## config.mk

```make
export PLATFORM = sky130hd
export DESIGN_NAME = pgmap_top
export DESIGN_NICKNAME = d
export VERILOG_FILES = /design/src/rtl/pgmap_pkg.sv /design/src/rtl/pgmap_regfile.sv /design/src/rtl/pgmap_xlate.sv /design/src/rtl/pgmap_top.sv
export SDC_FILE = /design/constraint.sdc
export NUM_CORES = 1
export LEC_CHECK = 0
export BUFFER_PORTS_ARGS = -buffer_cell sky130_fd_sc_hd__buf_4
export CAP_MARGIN = 20
export CORE_AREA = 3 3 77 151
export CTS_CLUSTER_DIAMETER = 200
export DETAILED_ROUTE_END_ITERATION = 8
export DIE_AREA = 0 0 80 154
export GPL_TIMING_DRIVEN = 0
export PLACE_DENSITY = 0.74
export SKIP_CTS_REPAIR_TIMING = 1
export SLEW_MARGIN = 20
export SYNTH_ARGS = -nofsm -noshare
export SYNTH_HDL_FRONTEND = slang
export SYNTH_SLANG_ARGS = --single-unit
```

## constraint.sdc

```tcl
create_clock -name clk -period 1.6 [get_ports clk]
set_input_delay 0.16 -clock clk [delete_from_list [all_inputs] [get_ports clk]]
set_output_delay 0.16 -clock clk [all_outputs]
set_load 0.1 [all_outputs]
```

## src/rtl/pgmap_pkg.sv

```systemverilog
package pgmap_pkg;

    localparam int LOG_W      = 16;
    localparam int PAGE_IDX_W = 3;
    localparam int NUM_PAGES  = 1 << PAGE_IDX_W;
    localparam int OFF_W      = LOG_W - PAGE_IDX_W;
    localparam int BLK_W      = 6;
    localparam int PHYS_W     = BLK_W + OFF_W;
    localparam int DIRECT_W   = PHYS_W - LOG_W;
    localparam int TASK_W     = 1;
    localparam int NUM_TASKS  = 1 << TASK_W;
    localparam int REG_IDX_W  = TASK_W + PAGE_IDX_W;
    localparam int RESET_BASE = (1 << BLK_W) - NUM_PAGES;
    localparam int HI_W       = 8;

    localparam logic [HI_W-1:0] IO_HI  = 8'hFF;
    localparam logic [HI_W-1:0] VEC_HI = 8'hFE;

    typedef enum logic [1:0] {
        ROUTE_IO     = 2'd0,
        ROUTE_VEC    = 2'd1,
        ROUTE_DIRECT = 2'd2,
        ROUTE_PAGED  = 2'd3
    } route_e;

    typedef struct packed {
        logic [PAGE_IDX_W-1:0] page;
        logic [OFF_W-1:0]      off;
    } laddr_t;

    // Priority: I/O window, then vector page, then direct, then paged.
    function automatic route_e pick_route(input logic [LOG_W-1:0] a,
                                          input logic vec_on,
                                          input logic direct);
        route_e r;
        if (a[LOG_W-1 -: HI_W] == IO_HI)
            r = ROUTE_IO;
        else if (vec_on && a[LOG_W-1 -: HI_W] == VEC_HI)
            r = ROUTE_VEC;
        else if (direct)
            r = ROUTE_DIRECT;
        else
            r = ROUTE_PAGED;
        return r;
    endfunction

    // Place a logical address in the top 64 KB of physical space.
    function automatic logic [PHYS_W-1:0] top_window(input logic [LOG_W-1:0] a);
        return {{DIRECT_W{1'b1}}, a};
    endfunction

    function automatic logic [BLK_W-1:0] reset_blk(input int page);
        return BLK_W'(RESET_BASE + page);
    endfunction

endpackage

```

## src/rtl/pgmap_regfile.sv

```systemverilog
module pgmap_regfile
    import pgmap_pkg::*;
#(
    parameter int N_TASKS = NUM_TASKS,
    parameter int N_PAGES = NUM_PAGES,
    parameter int B_W     = BLK_W
) (
    input  logic                          clk,
    input  logic                          rst,
    input  logic                          wr_en,
    input  logic [$clog2(N_TASKS*N_PAGES)-1:0] rw_idx,
    input  logic [B_W-1:0]                wr_data,
    output logic [B_W-1:0]                rd_data,
    input  logic [$clog2(N_TASKS)-1:0]    lk_task,
    input  logic [$clog2(N_PAGES)-1:0]    lk_page,
    output logic [B_W-1:0]                lk_blk
);
    localparam int N_ENT = N_TASKS * N_PAGES;
    localparam int IDX_W = $clog2(N_ENT);

    logic [B_W-1:0] ent_q [N_ENT];

    // Each entry is its own register with a page-derived reset value.
    for (genvar i = 0; i < N_ENT; i++) begin : g_ent
        localparam logic [B_W-1:0] INIT = B_W'(RESET_BASE + (i % N_PAGES));
        always_ff @(posedge clk) begin
            if (rst)
                ent_q[i] <= INIT;
            else if (wr_en && rw_idx == IDX_W'(i))
                ent_q[i] <= wr_data;
        end
    end

    assign rd_data = ent_q[rw_idx];
    assign lk_blk  = ent_q[{lk_task, lk_page}];

    // Written value is visible on the read port one cycle later.
    assert_readback_R9: assert property (@(posedge clk) disable iff (rst)
        wr_en |=> (rw_idx != $past(rw_idx) || rd_data == $past(wr_data)));

endmodule

```

## src/rtl/pgmap_xlate.sv

```systemverilog
module pgmap_xlate
    import pgmap_pkg::*;
(
    input  logic                  clk,
    input  logic                  rst,
    input  logic                  acc_valid,
    input  logic [LOG_W-1:0]      log_addr,
    input  logic                  map_en,
    input  logic                  compat_mode,
    input  logic                  vec_en,
    input  logic [BLK_W-1:0]      blk,
    output logic [PAGE_IDX_W-1:0] page_idx,
    output logic [PHYS_W-1:0]     phys_addr,
    output logic                  ram_sel,
    output logic                  io_sel
);
    laddr_t la;
    route_e route;
    logic   direct;

    always_comb begin
        la       = laddr_t'(log_addr);
        direct   = !map_en || compat_mode;
        route    = pick_route(log_addr, vec_en, direct);
        page_idx = la.page;
        unique case (route)
            ROUTE_PAGED: phys_addr = {blk, la.off};
            default:     phys_addr = top_window(log_addr);
        endcase
        io_sel  = acc_valid && (route == ROUTE_IO);
        ram_sel = acc_valid && (route != ROUTE_IO);
    end

    assert_io_window_R3: assert property (@(posedge clk) disable iff (rst)
        (acc_valid && log_addr[15:8] == 8'hFF) |-> (io_sel && !ram_sel));

    assert_vec_page_R4: assert property (@(posedge clk) disable iff (rst)
        (vec_en && log_addr[15:8] == 8'hFE) |->
            (phys_addr[PHYS_W-1:8] == 11'h7FE && phys_addr[7:0] == log_addr[7:0]));

    assert_direct_map_R6: assert property (@(posedge clk) disable iff (rst)
        (!map_en || compat_mode) |-> (phys_addr == {3'b111, log_addr}));

    assert_offset_pass_R1: assert property (@(posedge clk) disable iff (rst)
        (map_en && !compat_mode) |-> (phys_addr[OFF_W-1:0] == log_addr[OFF_W-1:0]));

endmodule

```

## src/rtl/pgmap_top.sv

```systemverilog
module pgmap_top
    import pgmap_pkg::*;
(
    input  logic                 clk,
    input  logic                 rst,
    input  logic                 acc_valid,
    input  logic [LOG_W-1:0]     log_addr,
    input  logic                 map_en,
    input  logic                 compat_mode,
    input  logic                 vec_en,
    input  logic                 task_sel,
    input  logic                 reg_we,
    input  logic [REG_IDX_W-1:0] reg_addr,
    input  logic [BLK_W-1:0]     reg_wdata,
    output logic [BLK_W-1:0]     reg_rdata,
    output logic [PHYS_W-1:0]    phys_addr,
    output logic                 ram_sel,
    output logic                 io_sel
);
    logic [PAGE_IDX_W-1:0] page_idx;
    logic [BLK_W-1:0]      lk_blk;

    pgmap_regfile #(
        .N_TASKS (NUM_TASKS),
        .N_PAGES (NUM_PAGES),
        .B_W     (BLK_W)
    ) u_regs (
        .clk     (clk),
        .rst     (rst),
        .wr_en   (reg_we),
        .rw_idx  (reg_addr),
        .wr_data (reg_wdata),
        .rd_data (reg_rdata),
        .lk_task (task_sel),
        .lk_page (page_idx),
        .lk_blk  (lk_blk)
    );

    pgmap_xlate u_xlate (
        .clk         (clk),
        .rst         (rst),
        .acc_valid   (acc_valid),
        .log_addr    (log_addr),
        .map_en      (map_en),
        .compat_mode (compat_mode),
        .vec_en      (vec_en),
        .blk         (lk_blk),
        .page_idx    (page_idx),
        .phys_addr   (phys_addr),
        .ram_sel     (ram_sel),
        .io_sel      (io_sel)
    );

    assert_sel_idle_R10: assert property (@(posedge clk) disable iff (rst)
        !acc_valid |-> (!ram_sel && !io_sel));

    assert_sel_onehot_R10: assert property (@(posedge clk) disable iff (rst)
        acc_valid |-> ($countones({ram_sel, io_sel}) == 1));

endmodule

```

==> results of run 1 <==
==> logic make-up after synthesis <==
group                  Yosys count  synth area share, %
AOI/OAI and AO/OA               36                 4.89
buffers and inverters           51                 5.14
DFF                             96                 52.4
muxes                           63                 24.2
and+or+nand+nor                141                 13.4
==> per-layer routing <==
metal  track usage (%)  wire (um)  up-vias
met5                 0          0        -
met2              48.4       8890      243
met1              29.8       5180     1914
li1                  -          -     1640
met3              4.57       1030       44
met4              12.4        666        0
==> cell usage after synthesis (2+ instances only) <==
cell type | count | area, um^2
o21ai_0 | 5 | 25.0
mux2_2 | 3 | 33.8
mux4_1 | 11 | 289
or3_1 | 26 | 163
clkbuf_1 | 20 | 75.1
nor2_1 | 26 | 97.6
nor2b_1 | 2 | 12.5
a31oi_1 | 3 | 18.8
a21o_1 | 4 | 30.0
mux4_2 | 40 | 901
a2bb2oi_1 | 2 | 17.5
mux2i_1 | 8 | 80.1
buf_4 | 15 | 113
nand3_1 | 18 | 90.1
a21oi_1 | 2 | 10.0
nor3_1 | 11 | 55.1
buf_2 | 9 | 45.0
nand2_1 | 21 | 78.8
nand2b_1 | 5 | 31.3
or2_2 | 23 | 144
and3_1 | 2 | 12.5
o21bai_1 | 12 | 90.1
edfxtp_1 | 96 | 2880
inv_1 | 4 | 15.0
==> per-stage QoR <==
stage	hold WS [ps]	power (W)	util [%]	cell area, um^2	TNS, ps
final	105	0.00670	64.3	6820	-6610
after global routing	107	0.00688	64.3	6820	-7790
after CTS	101	0.00651	60.7	6440	-34480
after detailed placement	451	0.00441	57.9	6150	-86470
after global placement	449	0.00438	57.9	6150	-80700
after floorplan	339	0.00404	-	5600	-2670
==> area by class of cell <==
type / instances / area (um^2)
Buffer: 46 / 307
Clock buffer: 9 / 225
Clock inverter: 7 / 70.1
Fill cell: 805 / 3790
Inverter: 4 / 15.0
Multi-Input combinational cell: 240 / 2620
Sequential cell: 96 / 2880
Tap cell: 137 / 171
Timing Repair Buffer: 58 / 533
==> how the worst min path moves through the flow <==
| stage | end | slack [ps] | cells after the start | start |
|---|---|---|---|---|
| after floorplan | u_regs.ent_q[14][5] | 340 | 1 | reg_wdata[5] |
| after global placement | u_regs.ent_q[12][2] | 450 | 2 | reg_wdata[2] |
| after detailed placement | u_regs.ent_q[12][2] | 450 | 2 | reg_wdata[2] |
| after CTS | u_regs.ent_q[12][2] | 100 | 2 | reg_wdata[2] |
| after global routing | u_regs.ent_q[12][2] | 110 | 2 | reg_wdata[2] |
| final | u_regs.ent_q[12][2] | 110 | 2 | reg_wdata[2] |
==> cell usage in the layout, fill, tap and decap left out, drive strengths merged, types with 2 or more instances in the layout <==
cell type	count
o21ai	6
edfxtp	96
mux2i	8
o31ai	2
a31oi	3
or2	24
inv	6
nor2b	2
nand2b	5
o21bai	12
and3	2
clkbuf	31
a21oi	2
buf	82
clkinv	4
mux2	3
a21o	4
nand2	21
nand3	18
nor2	26
a2bb2oi	2
or3	26
mux4	52
nor3	11
==> power by group through the flow <==
stage | Sequential [W] | Clock (W) | Combinational, W
after CTS | 0.00301 | 0.00215 | 0.00135
final | 0.00301 | 0.00217 | 0.00152
after floorplan | 0.00301 | 0 | 0.00103
after global routing | 0.00302 | 0.00228 | 0.00158
after global placement | 0.00305 | 0 | 0.00133
after detailed placement | 0.00306 | 0 | 0.00135
==> results.cfg, run 1 <==
[pwr]
switching_power_w = 0.00198
p_leak_nw = 2.33
intPower_w = 0.00472
irDropWorstVdd_mv = 0.740
switching_share_pct = 29.5
power_frac_seq_pct = 45.0
p_per_area_mw_per_mm2 = 981
clkPwrFrac_pct = 32.3
p_comb_share_pct = 22.7

[layout]
reg_top3 = u_regs.ent_q x96
final_cells = 597
largest_register_ffs = 96
insertedDiodeCount = 0
drive_above_1_share_pct = 48.3
areaGrowthSynthToFinish_pct = 24.1
layout.nets = 489
regMostFlops = u_regs.ent_q

[sta]
hold_viol = 0
max_freq_mhz = 460
rsz0062_at_grt = yes
period_share_pct = 136
layout_min_cycle_time_ps = 2170
tightest_slew_ps = 736
relSlewSlack_pct = 51.0
setup_ws_ps = -573
finalSetupViolCount = 30
drv_slew = 0

[critical_path]
critical_path_buf_inv_count = 1
cp-start-kind = register
cp.required_ps = 1440
startpoint = u_regs.ent_q[7][5]
cp_num_cells = 5
critPathTopFamily = multiplexers
end_kind = primary output
path_cells = mux4_2 -> and2_4 -> a2111oi_4 -> a31oi_4 -> buf_12
critPathMaxFanout = 2
critical_path_class = reg -> out
worst_path_largest_cell_delay_ps = 500
cp.arrival_ps = 2010
cp-endpoint = phys_addr[18]
critical_path.slowest_cell = mux4_2

[logic_synthesis]
ys_seq_area_share_pct = 52.4
synth_warnings = 0
synth_edf_count = 96
synth.avg_cell_area_um2 = 14.2
synthFlopType = edfxtp_1
synth_async_sr_flop_share_pct = 0
ys_types = 43
syn-num-nets = 421
synth_area_mm2 = 0.00550
netlist_instances = 387
synth_seq_cells = 96

[detailed_routing]
dr.pass1.iters = 5
viasPerCell = 6.43
routed_wl_mm = 15.8
ant_nets = 0
drt_iter0_markers = 469
wl_per_cell_um = 26.4
via_count = 3841
drc = 0

[global_route]
grt_overflow_total = 0
antenna_found_initial = 0
grt_pass1_wl_mm = 23.4
grt_max_degree = 17
grtUsageTotal_pct = 26.8
grt_pass1_vias = 3964

[worst_hold_path]
min_path_type = in -> reg

[outcome]
outcome = finished, violations left
violations = setup timing

[die]
die_width_um = 80
core_area_mm2 = 0.0106
ios = 61
rows = 53
start_util_pct = 51.8
die_area_mm2 = 0.0123
die_height_um = 154

[clocking]
cts_tree = yes
cts-htree-levels = 3
clockBufferDepth = 2
clockRootBuffer = clkbuf_16
cts_buffers = 9
cts.sinks = 96
clkTransAtPathRegs_ps = 70

[placement]
pre_cts_ws_ps = -813
hpwl_mm = 12.1
dp.cells = 574
gp_congestion = 0.958
port_buffers = 50

[run]
cap_viol_max_count = 0
No activity file was read; power rests on OpenSTA's default activity.
==> run 2, diff against run 1 <==
CELL_PAD_IN_SITES_DETAIL_PLACEMENT = 1   (was default)
CELL_PAD_IN_SITES_GLOBAL_PLACEMENT = 1   (was default)
CORE_AREA = 3 3 79 156   (was 3 3 77 151)
DIE_AREA = 0 0 82 159   (was 0 0 80 154)
PLACE_DENSITY = default   (was 0.74)
PLACE_DENSITY_LB_ADDON = 0.1   (was default)
clock period = 2.2 ns   (was 1.6 ns; I/O delays follow)
==> run 2 against run 1 <==
  * The run still ends with setup timing left
  * Sequential power down 27%
  * Combinational power down 32%
  * Clock power is 29% lower
  * Clock-buffer cell count is the same
==> results.cfg, run 2 (synthesis gave the netlist of run 1 again) <==
[critical_path]
end_kind = primary output
cp.arrival_ps = 2010
cp-start-kind = register
cp.required_ps = 1980
critPathMaxFanout = 2
critical_path.slowest_cell = mux4_2
path_cells = mux4_2 -> a2111oi_4 -> a31oi_4 -> buf_6
critical_path_class = reg -> out
worst_path_largest_cell_delay_ps = 550

[clocking]
clockRootBuffer = clkbuf_16
clockBufferDepth = 2
cts_buffers = 9
cts-htree-levels = 3
cts.sinks = 96
clkTransAtPathRegs_ps = 60
cts_tree = yes

[die]
die_height_um = 159
die_area_mm2 = 0.0130
rows = 55
die_width_um = 82
ios = 61
start_util_pct = 48.7
core_area_mm2 = 0.0113

[detailed_routing]
dr.pass1.iters = 4
wl_per_cell_um = 28.2
drc = 0
routed_wl_mm = 16.9
viasPerCell = 6.27
drt_iter0_markers = 406
ant_nets = 0
via_count = 3761

[layout]
ff_latch_area_mm2 = 0.00288
largest_register_ffs = 96
multi_input_comb_area_mm2 = 0.00244
num-fill-cells = 1121
drive_above_1_share_pct = 40.4
areaGrowthSynthToFinish_pct = 19.5
reg_top3 = u_regs.ent_q x96
layout.nets = 488
final_cells = 600
insertedDiodeCount = 0
final_common_cell = edfxtp_1
regMostFlops = u_regs.ent_q
final_cell_mix = edfxtp_1 (96), buf_4 (60), mux4_2 (44)

[outcome]
outcome = finished, violations left
violations = setup timing

[sta]
fin_tns_setup_ps = -44.4
finalSetupViolCount = 2
layout_min_cycle_time_ps = 2230
rsz0062_at_grt = yes
drv_slew = 0
max_freq_mhz = 448
hold_viol = 0
tightest_slew_ps = 918
relSlewSlack_pct = 38.7
setup_ws_ps = -33.0
period_share_pct = 101

[global_route]
grtUsageTotal_pct = 27.4
grt_max_degree = 16
grt_pass1_wl_mm = 24.9
grt_pass1_vias = 4148
grt_overflow_total = 0
antenna_found_initial = 0

[placement]
dp.cells = 579
port_buffers = 50
pre_cts_ws_ps = -336
hpwl_mm = 13.2
gp_congestion = 0.924

[pwr]
irDropWorstVdd_mv = 0.420
p_leak_nw = 2.24
p_per_area_mw_per_mm2 = 727

[worst_hold_path]
hold_start = reg_wdata[2]
hold_depth = 2
hold_end = u_regs.ent_q[12][2]
min_path_type = in -> reg

[run]
cap_viol_max_count = 0
## run 2: cell type report
type	instances	share of cell area, %
flip-flops and latches	96	43.9
multi-input cells	240	37.2
repair buffers	56	7.43
plain buffers	47	4.23
clock buffers	9	3.43
well taps	142	2.70
clock inverters	6	0.933
inverters	4	0.229
## run 2: worst max-delay path by stage
| stage | to | slack, ps | cells after the start | from |
|---|---|---|---|---|
| global placement | u_regs.ent_q[11][0] | -300 | 5 | reg_addr[1] |
| global route | phys_addr[18] | -90 | 4 | u_regs.ent_q[5][5] |
| detailed placement | u_regs.ent_q[7][1] | -340 | 5 | reg_addr[1] |
| CTS | phys_addr[18] | -580 | 5 | u_regs.ent_q[7][5] |
| floorplan | phys_addr[15] | -210 | 5 | log_addr[14] |
| finish | phys_addr[18] | -30 | 4 | u_regs.ent_q[5][5] |
## run 2: power breakdown
part	internal [W]	switching [W]	leakage, nW
Clock	0.000869	0.000672	0.131
Combinational	0.000380	0.000661	1.16
Sequential	0.00213	0.0000680	0.951
Total	0.00337	0.00140	2.24
## run 2: metal layers
metal	wire length (um)	up-vias	track usage, %
li1	-	1646	-
met1	5680	1941	30.5
met2	10000	144	50.1
met3	779	30	4.25
met4	432	0	10.4
met5	0	-	0
## run 2: worst max-delay path, delay by kind of cell, from the launching register on
kind | cells | cell delay [ps]
multiplexers | 1 | 550
flip-flops | 1 | 420
AO/OA/AOI/OAI | 2 | 510
buffers and inverters | 1 | 200
## run 2: metrics by stage
stage	utilization (%)	hold slack [ps]	power (W)	cell area (um^2)
floorplan	-	399	0.00292	5560
global placement	54.1	509	0.00318	6110
detailed placement	54.1	510	0.00321	6110
CTS	56.7	154	0.00472	6390
global route	58.2	170	0.00492	6570
finish	58.2	162	0.00477	6570
